===== src/rtl/mvdec_pkg.sv =====
package mvdec_pkg;
  localparam int WORD_W     = 16;
  localparam int SRC_W      = 8;
  localparam int MOD_W      = 4;
  localparam int SIDX_W     = SRC_W - MOD_W;
  localparam int SUB_W      = 3;
  localparam int PFX_W      = 8;
  localparam int PFX_IDX_W  = 5;
  localparam int DIDX_W     = SUB_W + PFX_IDX_W;
  localparam int IMM_W      = PFX_W + SRC_W;
  localparam logic [MOD_W-1:0] PFX_MODULE = 4'hB;

  typedef struct packed {
    logic              src_imm;
    logic [MOD_W-1:0]  src_mod;
    logic [SIDX_W-1:0] src_idx;
    logic [IMM_W-1:0]  imm;
    logic [MOD_W-1:0]  dst_mod;
    logic [DIDX_W-1:0] dst_idx;
  } move_t;

  localparam int MOVE_W = $bits(move_t);
endpackage


===== src/rtl/mvdec_field_split.sv =====
module mvdec_field_split
  import mvdec_pkg::*;
(
  input  logic [WORD_W-1:0] word,
  input  logic [PFX_W-1:0]  pfx,
  output move_t             dec,
  output logic              pfx_wr
);
  localparam int FMT_BIT = WORD_W - 1;
  localparam int DMOD_LO = SRC_W;
  localparam int DSUB_LO = SRC_W + MOD_W;

  logic              is_imm;
  logic [SRC_W-1:0]  src_field;
  logic [MOD_W-1:0]  dmod;
  logic [SUB_W-1:0]  dsub;

  always_comb begin
    is_imm    = ~word[FMT_BIT];
    src_field = word[SRC_W-1:0];
    dmod      = word[DMOD_LO +: MOD_W];
    dsub      = word[DSUB_LO +: SUB_W];

    dec.src_imm = is_imm;
    dec.dst_mod = dmod;
    dec.dst_idx = {pfx[PFX_IDX_W-1:0], dsub};
    if (is_imm) begin
      dec.src_mod = '0;
      dec.src_idx = '0;
      dec.imm     = {pfx, src_field};
    end else begin
      dec.src_mod = src_field[MOD_W-1:0];
      dec.src_idx = src_field[SRC_W-1:MOD_W];
      dec.imm     = '0;
    end
    pfx_wr = is_imm && (dmod == PFX_MODULE);
  end
endmodule


===== src/rtl/mvdec_prefix_reg.sv =====
module mvdec_prefix_reg
  import mvdec_pkg::*;
(
  input  logic             clk,
  input  logic             rst_n,
  input  logic             accept,
  input  logic             load,
  input  logic [PFX_W-1:0] load_val,
  output logic [PFX_W-1:0] pfx
);
  always_ff @(posedge clk or negedge rst_n) begin
    if (!rst_n)
      pfx <= '0;
    else if (accept)
      pfx <= load ? load_val : '0;
  end

  assert_pfx_loaded_R5: assert property (@(posedge clk) disable iff (!rst_n)
    (accept && load) |=> (pfx == $past(load_val)));

  assert_pfx_one_shot_R6: assert property (@(posedge clk) disable iff (!rst_n)
    (accept && !load) |=> (pfx == '0));

  assert_pfx_idle_hold_R7: assert property (@(posedge clk) disable iff (!rst_n)
    !accept |=> $stable(pfx));
endmodule


===== src/rtl/mvdec_out_stage.sv =====
module mvdec_out_stage #(
  parameter int DW = 8
) (
  input  logic          clk,
  input  logic          rst_n,
  input  logic          push,
  input  logic [DW-1:0] push_data,
  output logic          can_push,
  output logic          valid,
  input  logic          ready,
  output logic [DW-1:0] data
);
  assign can_push = !valid || ready;

  always_ff @(posedge clk or negedge rst_n) begin
    if (!rst_n) begin
      valid <= 1'b0;
      data  <= '0;
    end else if (can_push) begin
      valid <= push;
      if (push) data <= push_data;
    end
  end

  assert_stall_hold_R9: assert property (@(posedge clk) disable iff (!rst_n)
    (valid && !ready) |=> (valid && $stable(data)));

  assert_push_lands_R10: assert property (@(posedge clk) disable iff (!rst_n)
    (push && can_push) |=> (valid && data == $past(push_data)));
endmodule


===== src/rtl/move_decoder.sv =====
module move_decoder
  import mvdec_pkg::*;
(
  input  logic                clk,
  input  logic                rst_n,
  input  logic                in_valid,
  output logic                in_ready,
  input  logic [WORD_W-1:0]   in_word,
  output logic                out_valid,
  input  logic                out_ready,
  output logic                out_src_imm,
  output logic [MOD_W-1:0]    out_src_module,
  output logic [SIDX_W-1:0]   out_src_index,
  output logic [IMM_W-1:0]    out_imm,
  output logic [MOD_W-1:0]    out_dst_module,
  output logic [DIDX_W-1:0]   out_dst_index,
  output logic                dst_wr
);
  logic [PFX_W-1:0]  pfx;
  move_t             dec;
  move_t             held;
  logic [MOVE_W-1:0] held_bits;
  logic              pfx_wr;
  logic              in_fire;
  logic              stage_free;

  mvdec_field_split u_split (
    .word   (in_word),
    .pfx    (pfx),
    .dec    (dec),
    .pfx_wr (pfx_wr)
  );

  assign in_ready = stage_free;
  assign in_fire  = in_valid && stage_free;

  mvdec_prefix_reg u_pfx (
    .clk      (clk),
    .rst_n    (rst_n),
    .accept   (in_fire),
    .load     (pfx_wr),
    .load_val (in_word[SRC_W-1:0]),
    .pfx      (pfx)
  );

  mvdec_out_stage #(.DW(MOVE_W)) u_out (
    .clk       (clk),
    .rst_n     (rst_n),
    .push      (in_fire && !pfx_wr),
    .push_data (dec),
    .can_push  (stage_free),
    .valid     (out_valid),
    .ready     (out_ready),
    .data      (held_bits)
  );

  assign held           = move_t'(held_bits);
  assign out_src_imm    = held.src_imm;
  assign out_src_module = held.src_mod;
  assign out_src_index  = held.src_idx;
  assign out_imm        = held.imm;
  assign out_dst_module = held.dst_mod;
  assign out_dst_index  = held.dst_idx;
  assign dst_wr         = out_valid && out_ready;

  assert_prefix_no_item_R5: assert property (@(posedge clk) disable iff (!rst_n)
    (in_fire && pfx_wr) |=> !out_valid);

  assert_stall_blocks_input_R9: assert property (@(posedge clk) disable iff (!rst_n)
    (out_valid && !out_ready) |-> !in_ready);

  assert_reg_src_no_imm_R3: assert property (@(posedge clk) disable iff (!rst_n)
    (out_valid && !out_src_imm) |-> (out_imm == '0));
endmodule


===== config.mk =====
export PLATFORM = sky130hd
export DESIGN_NAME = move_decoder
export DESIGN_NICKNAME = d
export VERILOG_FILES = /design/src/rtl/mvdec_pkg.sv /design/src/rtl/mvdec_field_split.sv /design/src/rtl/mvdec_prefix_reg.sv /design/src/rtl/mvdec_out_stage.sv /design/src/rtl/move_decoder.sv
export SDC_FILE = /design/constraint.sdc
export NUM_CORES = 1
export LEC_CHECK = 0
export BUFFER_PORTS_ARGS = -buffer_cell sky130_fd_sc_hd__clkbuf_2
export CORE_AREA = 2 2 61 121
export CTS_CLUSTER_SIZE = 20
export DETAILED_ROUTE_END_ITERATION = 16
export DIE_AREA = 0 0 63 123
export PLACE_DENSITY_LB_ADDON = 0.25
export SLEW_MARGIN = 20
export SYNTH_ARGS = -nofsm -noshare
export SYNTH_HDL_FRONTEND = slang
export SYNTH_SLANG_ARGS = --single-unit

===== constraint.sdc =====
create_clock -name clk -period 3.8 [get_ports clk]
set_input_delay 0.38 -clock clk [delete_from_list [all_inputs] [get_ports clk]]
set_output_delay 0.38 -clock clk [all_outputs]
set_load 0.005 [all_outputs]

==> impl_metrics.toml <==
[die]
die_area_um2 = 7750
die_w_um = 63
die_h_um = 123
start_util_pct = 29.4
rows = 43
pin_count = 60
coreArea_um2 = 6830

[status]
outcome = "finished, final reports clean"

[logic_synthesis]
ys_top_cells_by_area = "dfrtp_1 (57%), mux2_4 (14%), a22o_1 (3.5%)"
synth.avg_cell_area_um2 = 14.4
yosys_warnings = 0
ys_types = 30
syn_nets = 160
synth_seq_cells = 46
synth_most_common_cell = "dfrtp_1"
synth.yosys.seq_area_share_pct = 57.3
synth_common_cells = "dfrtp_1 (46), mux2_4 (19), nor2b_1 (10)"
ys.flop_type = "dfrtp_1"
synth_top_area_share_pct = 57.3
synth_edf_count = 0
synth_top_cell_by_area = "dfrtp_1"
async_flop_share_pct = 100
netlist_area_um2 = 2010
synthCells = 140

[clock_network]
numCtsBuffers = 5
clock-sinks = 46
ctsHtreeMaxLevel = 2
cts_repair_resize_count = 0
cts_hold_buf = 0
cts.path.max_buffers = 2
clk-insertion-delay-late_ns = 0.28
cts_tree = "yes"
clkTransAtPathRegs_ns = 0.06
post_cts_buffers = 0
clock-root-buffer = "clkbuf_16"

[final_layout]
nFillCells = 689
seq_area_um2 = 1150
insertedDiodeCount = 0
layout-drive-gt1-share_pct = 48.2
multi_input_area_um2 = 786
finalNetCount = 218
area_growth_pct = 25.8

[worst_setup_path]
r2r_setup_slack_ns = 1.70
cp.required_ns = 3.96
worstReg2RegStart = "u_out.valid"
worstPathArrival_ns = 2.26
cp-start-kind = "register"
timing_worst_setup_path_type = "register to register"
ff2ff_path_depth = 4
worstSetupEndpointType = "register"
critPathMaxFanout = 25
r2r-end = "u_out.data[15]"

[pwr]
p_seq_share_pct = 48.4
power.internal_w = 0.000871
p_sw_share_pct = 23.2
netSwitchingPower_w = 0.000263
clock_power_share_pct = 37.6
p_per_area_nw_per_um2 = 449
peakVddDrop_uv = 282
p_leak_nw = 1.33
pwr-share-comb_pct = 14.0

[place]
gp_congestion = 0.704
io_buffers = 59
dp_hpwl_um = 3070

[sta]
maxSlewViolCount = 0
fmax_ghz = 0.476
finalSetupViolations = 0
hold_viol = 0
finalClockSkew_ns = 0.00369
worst_pin_slew_ns = 0.932
rsz0062_at_grt = "no"
setup-tns-final_ns = 0
finalCriticalPeriod_ns = 2.10
hold_ws_ns = 0.0503
relSlewSlack_pct = 37.6
period_share_pct = 55.3

[grt]
antenna_found_initial = 0
grt_usage_pct = 11.5
overflow = 0
grt_pass1_wl_um = 6950
grt_pass1_vias = 1344
grt_max_degree = 30

[route]
vias = 1315
routedWlPerCell_um = 14.3
drc = 0
detail_route.vias_per_cell = 4.55
drt-initial-drc-count = 61
detail-route-antenna-nets = 0
wl_um = 4140
dr.pass1.iters = 3

[run]
maxCapViolCount = 0

[worst_hold_path]
hold_class = "input port to asynchronous set/reset pin"
==> power groups by stage <==
stage                     Combinational [W]  Sequential [W]  Clock, W
after floorplan                   0.0000844        0.000559         0
after global placement             0.000159        0.000557         0
after detailed placement           0.000164        0.000558         0
after CTS                          0.000164        0.000549  0.000441
after global routing               0.000175        0.000554  0.000460
final                              0.000159        0.000549  0.000426
==> cells in the final DEF, fill, tap and decap left out, types with 2 or more instances in the layout <==
master	count
a22o_1	8
a2bb2oi_1	2
and2b_1	6
clkbuf_16	5
clkbuf_2	59
dfrtp_1	46
inv_1	2
mux2_2	5
mux2_4	19
nand2_1	2
nand3_1	8
nor2b_1	10
o2bb2ai_1	8
==> cell type report <==
type | count | area share, %
multi-input combinational | 82 | 31.1
timing repair buffer | 61 | 12.8
inverter | 2 | 0.297
tap | 90 | 4.46
clock buffer | 7 | 5.64
sequential | 46 | 45.5
clock inverter | 1 | 0.198
==> critical path: stages (launching register included) <==
cell and delay, ns:
dfrtp_1 0.39, nand2b_1 0.47, o211ai_4 0.47, buf_4 0.35, mux2_4 0.30
==> how the worst max path moves through the flow <==
stage	from	end	slack, ns	cells after the start
2_1_floorplan	in_word[10]	u_out.data[12]	2.32	4
3_3_place_gp	in_word[15]	u_out.data[7]	1.44	5
3_5_place_dp	in_word[15]	u_out.data[15]	1.35	5
4_1_cts	in_word[15]	u_out.data[15]	1.65	5
5_1_grt	u_out.valid	u_out.data[14]	1.53	4
6_report	u_out.valid	u_out.data[15]	1.70	4
==> stage by stage <==
step           power [W]  instance area (µm²)  util (%)  setup WS [ns]  instances
6_report         0.00113                 2530      37.0           1.70        289
2_1_floorplan   0.000643                 2010         -           2.32        140
5_1_grt          0.00119                 2530      37.0           1.53        289
3_3_place_gp    0.000716                 2360      34.5           1.44        280
3_5_place_dp    0.000721                 2380      34.8           1.35        281
4_1_cts          0.00115                 2530      37.0           1.65        289
==> routing by layer <==
| layer | wire, µm | part of all wire, % | vias up | GRT usage [%] |
|---|---|---|---|---|
| met5 | 0 | 0 | - | 0 |
| met4 | 61 | 1.5 | 0 | 4.58 |
| met3 | 261 | 6.3 | 6 | 3.00 |
| met2 | 1990 | 48 | 52 | 18.4 |
| met1 | 1830 | 44 | 640 | 14.9 |
| li1 | - | - | 617 | - |
==> sequential cells by signal, summed over array words and instances (netlist names) <==
register     count
u_out.data      37
u_pfx.pfx        8
u_out.valid      1
==> logic make-up (layout without fill, tap and decap cells) <==
group | count (synthesis) | in the layout | share of synthesized area (%)
multiplexers | 24 | 24 | 17.0
flip-flops | 46 | 46 | 57.3
AO/OA/AOI/OAI | 24 | 24 | 10.8
AND/OR/NAND/NOR | 34 | 34 | 11.3
buffers and inverters | 12 | 71 | 3.61
(Power assumes the default switching activity.)
